`config.mk`:
```
export PLATFORM = sky130hd
export DESIGN_NAME = ctmr_top
export DESIGN_NICKNAME = d
export VERILOG_FILES = /design/src/rtl/ctmr_pkg.sv /design/src/rtl/ctmr_preload.sv /design/src/rtl/ctmr_core.sv /design/src/rtl/ctmr_flags.sv /design/src/rtl/ctmr_top.sv
export SDC_FILE = /design/constraint.sdc
export NUM_CORES = 1
export LEC_CHECK = 0
export ABC_AREA = 1
export BUFFER_PORTS_ARGS = -buffer_cell sky130_fd_sc_hd__buf_2
export CORE_MARGIN = 2
export CORE_UTILIZATION = 56
export CTS_CLUSTER_SIZE = 30
export DETAILED_ROUTE_END_ITERATION = 16
export PLACE_DENSITY = 0.77
export SYNTH_ARGS = -nofsm -noshare
export SYNTH_HDL_FRONTEND = slang
export SYNTH_SLANG_ARGS = --single-unit
```
`constraint.sdc`:
```
create_clock -name clk -period 1.62 [get_ports clk]
set_input_delay 0.081 -clock clk [delete_from_list [all_inputs] [get_ports clk]]
set_output_delay 0.081 -clock clk [all_outputs]
set_load 0.02 [all_outputs]
```
`src/rtl/ctmr_pkg.sv`:
```
package ctmr_pkg;

    localparam int CT_BYTE_W = 8;

    typedef enum logic {
        MODE_COUNT = 1'b0,
        MODE_TIMER = 1'b1
    } ct_mode_e;

    typedef struct packed {
        logic ready;
        logic wave;
    } ct_flags_t;

    localparam ct_flags_t FLAGS_RESET = '{ready: 1'b0, wave: 1'b1};

endpackage

```
`src/rtl/ctmr_preload.sv`:
```
module ctmr_preload #(
    parameter int BYTE_W = ctmr_pkg::CT_BYTE_W,
    localparam int CW = 2 * BYTE_W
) (
    input  logic              clk,
    input  logic              rst,
    input  logic [BYTE_W-1:0] wdata,
    input  logic              hi_we,
    input  logic              lo_we,
    output logic [CW-1:0]     preload
);
    logic [BYTE_W-1:0] hi_q, lo_q;

    always_ff @(posedge clk) begin
        if (rst) begin
            hi_q <= '0;
            lo_q <= '0;
        end else begin
            if (hi_we) hi_q <= wdata;
            if (lo_we) lo_q <= wdata;
        end
    end

    assign preload = {hi_q, lo_q};

    a_r2_lo_write: assert property (@(posedge clk) disable iff (rst)
        lo_we |=> (preload[BYTE_W-1:0] == $past(wdata)));
endmodule

```
`src/rtl/ctmr_core.sv`:
```
module ctmr_core
    import ctmr_pkg::*;
#(
    parameter int CW = 2 * ctmr_pkg::CT_BYTE_W
) (
    input  logic          clk,
    input  logic          rst,
    input  logic          tick,
    input  ct_mode_e      mode,
    input  logic          start_cmd,
    input  logic          stop_cmd,
    input  logic [CW-1:0] preload,
    output logic [CW-1:0] count,
    output logic          running,
    output logic          go,
    output logic          halt,
    output logic          expire
);
    localparam logic [CW-1:0] ONE = CW'(1);

    always_comb begin
        halt   = stop_cmd && (mode == MODE_COUNT);
        go     = start_cmd && !running && !halt;
        expire = running && tick && !halt && (count == ONE);
    end

    always_ff @(posedge clk) begin
        if (rst) begin
            count   <= '0;
            running <= 1'b0;
        end else if (halt) begin
            running <= 1'b0;
        end else if (go) begin
            count   <= preload;
            running <= 1'b1;
        end else if (running && tick) begin
            if (expire && mode == MODE_TIMER) count <= preload;
            else                              count <= count - ONE;
        end
    end

    a_r3_step: assert property (@(posedge clk) disable iff (rst)
        (running && tick && !halt && mode == MODE_COUNT)
        |=> (count == $past(count) - ONE));

    a_r3_hold: assert property (@(posedge clk) disable iff (rst)
        (!running && !start_cmd) |=> $stable(count));

    a_r9_no_halt: assert property (@(posedge clk) disable iff (rst)
        (running && mode == MODE_TIMER) |=> running);
endmodule

```
`src/rtl/ctmr_flags.sv`:
```
module ctmr_flags
    import ctmr_pkg::*;
(
    input  logic      clk,
    input  logic      rst,
    input  ct_mode_e  mode,
    input  logic      stop_cmd,
    input  logic      halt,
    input  logic      go,
    input  logic      expire,
    output ct_flags_t flags
);
    ct_flags_t nxt;

    always_comb begin
        nxt = flags;
        if (halt || go) begin
            nxt.wave = 1'b1;
        end else if (expire) begin
            nxt.wave = (mode == MODE_TIMER) ? !flags.wave : 1'b0;
        end
        if (stop_cmd) begin
            nxt.ready = 1'b0;
        end else if (expire && (mode == MODE_COUNT || !flags.wave)) begin
            nxt.ready = 1'b1;
        end
    end

    always_ff @(posedge clk) begin
        if (rst) flags <= FLAGS_RESET;
        else     flags <= nxt;
    end

    a_r9_stop_clears: assert property (@(posedge clk) disable iff (rst)
        stop_cmd |=> !flags.ready);

    a_r5_stop_high: assert property (@(posedge clk) disable iff (rst)
        halt |=> flags.wave);

    a_r7_toggle: assert property (@(posedge clk) disable iff (rst)
        (expire && mode == MODE_TIMER) |=> (flags.wave != $past(flags.wave)));

    a_r8_ready_cause: assert property (@(posedge clk) disable iff (rst)
        $rose(flags.ready) |-> $past(expire));
endmodule

```
`src/rtl/ctmr_top.sv`:
```
module ctmr_top
    import ctmr_pkg::*;
#(
    parameter int BYTE_W = ctmr_pkg::CT_BYTE_W,
    localparam int CW = 2 * BYTE_W
) (
    input  logic              clk,
    input  logic              rst,
    input  logic              tick,
    input  logic              mode_timer,
    input  logic [BYTE_W-1:0] pl_wdata,
    input  logic              pl_hi_we,
    input  logic              pl_lo_we,
    input  logic              start_cmd,
    input  logic              stop_cmd,
    output logic [BYTE_W-1:0] cnt_hi,
    output logic [BYTE_W-1:0] cnt_lo,
    output logic              ready,
    output logic              wave
);
    ct_mode_e      mode;
    logic [CW-1:0] preload, count;
    logic          running, go, halt, expire;
    ct_flags_t     flags;

    assign mode = ct_mode_e'(mode_timer);

    ctmr_preload #(.BYTE_W(BYTE_W)) u_preload (
        .clk(clk), .rst(rst), .wdata(pl_wdata),
        .hi_we(pl_hi_we), .lo_we(pl_lo_we), .preload(preload)
    );

    ctmr_core #(.CW(CW)) u_core (
        .clk(clk), .rst(rst), .tick(tick), .mode(mode),
        .start_cmd(start_cmd), .stop_cmd(stop_cmd), .preload(preload),
        .count(count), .running(running), .go(go), .halt(halt), .expire(expire)
    );

    ctmr_flags u_flags (
        .clk(clk), .rst(rst), .mode(mode), .stop_cmd(stop_cmd),
        .halt(halt), .go(go), .expire(expire), .flags(flags)
    );

    always_comb begin
        if (mode == MODE_TIMER) begin
            cnt_hi = '0;
            cnt_lo = '0;
        end else begin
            cnt_hi = count[CW-1:BYTE_W];
            cnt_lo = count[BYTE_W-1:0];
        end
    end

    assign ready = flags.ready;
    assign wave  = flags.wave;

    a_r4_low_at_zero: assert property (@(posedge clk) disable iff (rst)
        ($fell(wave) && mode == MODE_COUNT) |-> (count == '0));
endmodule

```
==> reports/summary.txt <==
status -> complete, no violations
Required @ worst endpoint -> 1870 ps
asr flop ratio synth -> 0%
r2r worst-path depth -> 8
Power Internal -> 1.61 mW
register-to-register setup slack -> 20 ps
DP Worst Slack -> 62.4 ps
most common library cells after synthesis -> 61 x nand2_1, 47 x nor2_1, 41 x inv_1
worst skew pair latency -> 350 ps
top-count cell post-synth -> nand2_1
Power Dens Cells -> 1000 nW/um^2
dpl cell area -> 2290 um^2
crit path max fanout -> 22
post-synth top area cell -> dfxtp_1
Clock transition at path regs -> 120 ps
die height -> 64.3 um
min-delay src -> stop_cmd
Die X-Extent -> 64.3 um
met3 Use GR -> 4.05%
clk_skew -> 11.5 ps
final wirelength -> 5290 um
Post-route DRC -> 0
initial antenna violation count -> 0
Comb power frac -> 32.6%
Synth area leaders -> dfxtp_1 34%, nand2_1 11%, nor2_1 8.7%, inv_1 7.6%, a21oi_1 7.1%
detailed placement HPWL -> 3590 um
clock share of power -> 28.0%
most crowded layer after global routing -> met2
Via-to-Cell Ratio -> 5.23
post-route cell area -> 2510 um^2
Bufs on Longest Clock Path -> 2
# IOs -> 34
# setup viols final -> 0
worst r2r src -> u_core.count[8]
grt ovf -> 0
synthesis-to-layout area growth -> 23.3%
worst reg2reg path endpoint -> u_core.count[11]
post-synth cell types -> 27
num rows -> 21
switching share of power -> 35.8%
worst vdd ir -> 629 uV
cell count of the worst hold path -> 3
Placer Congestion -> 0.885
P_sw -> 0.898 mW
Post-Layout Cell Count -> 407
DR pass1 iterations -> 4
Port Buffer Count -> 33
Mapped Cells -> 312
post-synthesis sequential area ratio -> 34.4%
Post-Syn Nets -> 330
grt met2 use -> 43.2%
syn avg cell area -> 6.53 um^2
Worst slew margin -> 74.6%
overall power -> 2.51 mW
WHS -> 7.74 ps
Crit Path Class -> reg2reg
Crit. End Element -> flip-flop
min setup slack post-route -> 19.0 ps
setup_tns -> 0 ps
Hold Vio Cnt, Final -> 0
MaxCap Viol Count -> 0
pin count of the biggest net entering global routing -> 26
Static Leakage -> 1.24 nW
top cell type's share of synthesized area -> 34.4%
die area -> 4140 um^2
vias in the first global route -> 1813
Final Util -> 73.6%
Yosys reg bits -> 35
H-tree levels -> 2
DP Cell Count -> 393
CTS root buffer -> clkbuf_4
max-slew violations -> 0
global-route total usage across every layer -> 26.4%
share of cells above drive strength 1 -> 23.8%
CP arrival -> 1850 ps
Antenna diodes -> 0
hold endpoint -> u_flags.flags[1]
CTS Sinks -> 35
Detailed Route Iter0 Violations -> 276
RSZ-0062 raised after global routing -> true
DR vias -> 2128
global-route wire length before repair -> 8420 um
fillers -> 308
CTS tree -> done
Routed Antenna Nets -> 0
Synth Flop Type -> dfxtp_1
minimum clock period after layout -> 1600 ps
CP Launch Type -> flip-flop
Fmax -> 0.625 GHz
wire length per cell -> 13.0 um
initial core utilization -> 59.6%
TritonCTS buffer count -> 5
Final #Nets -> 378
HP Class -> in2reg
Synth Cell Area -> 2040 um^2
worst slew pin tran -> 381 ps
Core ar. -> 3420 um^2
Reg power frac -> 39.4%
Final Cycle Share -> 98.8%
Post-synth EDFFs -> 0
Synth Warn # -> 0
met1 Track Usage GR -> 35.2%
## layer usage
layer	vias to the layer above	wire, um
met2	89	2510
li1	1088	-
met4	0	102
met5	-	0
met3	14	415
met1	937	2270
## logic make-up after synthesis
kind of cell | Yosys count | share of synthesized area, %
AND/OR/NAND/NOR | 149 | 33.6
XOR/XNOR | 7 | 3.01
flip-flops | 35 | 34.4
adder cells (fa/ha/maj) | 2 | 1.23
AO/OA/AOI/OAI | 62 | 15.6
buffers and inverters | 57 | 12.2
## layout by cell type, fill, tap and decap left out, drive strengths merged
master	synthesis	final
a21oi	29	29
buf	7	48
bufinv	0	1
clkbuf	6	7
dfxtp	35	35
dlygate4sd3	0	5
ha	2	2
inv	44	45
nand2	65	65
nand3	21	21
nand3b	1	1
nand4	7	7
nor2	54	54
nor3	1	1
o211ai	1	1
o21a	1	1
o21ai	30	30
o21bai	1	1
xnor2	1	1
xor2	6	6
## sequential cells by signal (all words and copies together) (netlist names)
name            count
u_core.count       16
u_core.running      1
u_flags.flags       2
u_preload.hi_q      8
u_preload.lo_q      8
## cell type report
cell class / count / area, um^2 / area share [%]
clock buffers: 6 / 51.3 / 2.04
clock inverters: 2 / 38.8 / 1.54
inverters: 44 / 165 / 6.57
multi-input cells: 220 / 1140 / 45.2
flip-flops and latches: 35 / 703 / 28.0
well taps: 46 / 57.6 / 2.29
repair buffers: 54 / 360 / 14.3
## repair_timing
action                     in CTS  in global routing
hold endpoints to repair        4                  0
hold buffers                    5                  0
gates resized for setup         0                 15
setup endpoints to repair       0                 16
buffers inserted                0                  0
## worst max path at each step
stage          slack, ps            start               end  cells past startpoint
6_report              20  u_core.count[8]  u_core.count[11]                      8
5_1_grt             -110  u_core.count[2]  u_core.count[11]                      9
4_1_cts               20  u_core.count[1]   u_core.count[0]                     11
3_3_place_gp          80  u_core.count[1]  u_core.count[14]                     11
2_1_floorplan        170  u_core.count[0]  u_core.count[10]                     10
3_5_place_dp          60  u_core.count[1]   u_core.count[0]                     11
## power by group through the flow
stage	sequential, mW	combinational, mW	clock (mW)
floorplan	0.996	0.557	0
global placement	1.00	0.755	0
detailed placement	1.00	0.764	0
CTS	0.985	0.779	0.706
global route	0.999	0.915	0.728
finish	0.990	0.818	0.704
## worst max-delay path, stage by stage, from the launching register on
cell and delay [ps]:
dfxtp_1 410, nor2_2 220, inv_2 80, nor2_4 160, nand4_4 190, nand2_8 180, nand2_1 110, nand3_1 80
a21oi_1 60
Power figures use the tool's default switching activity.
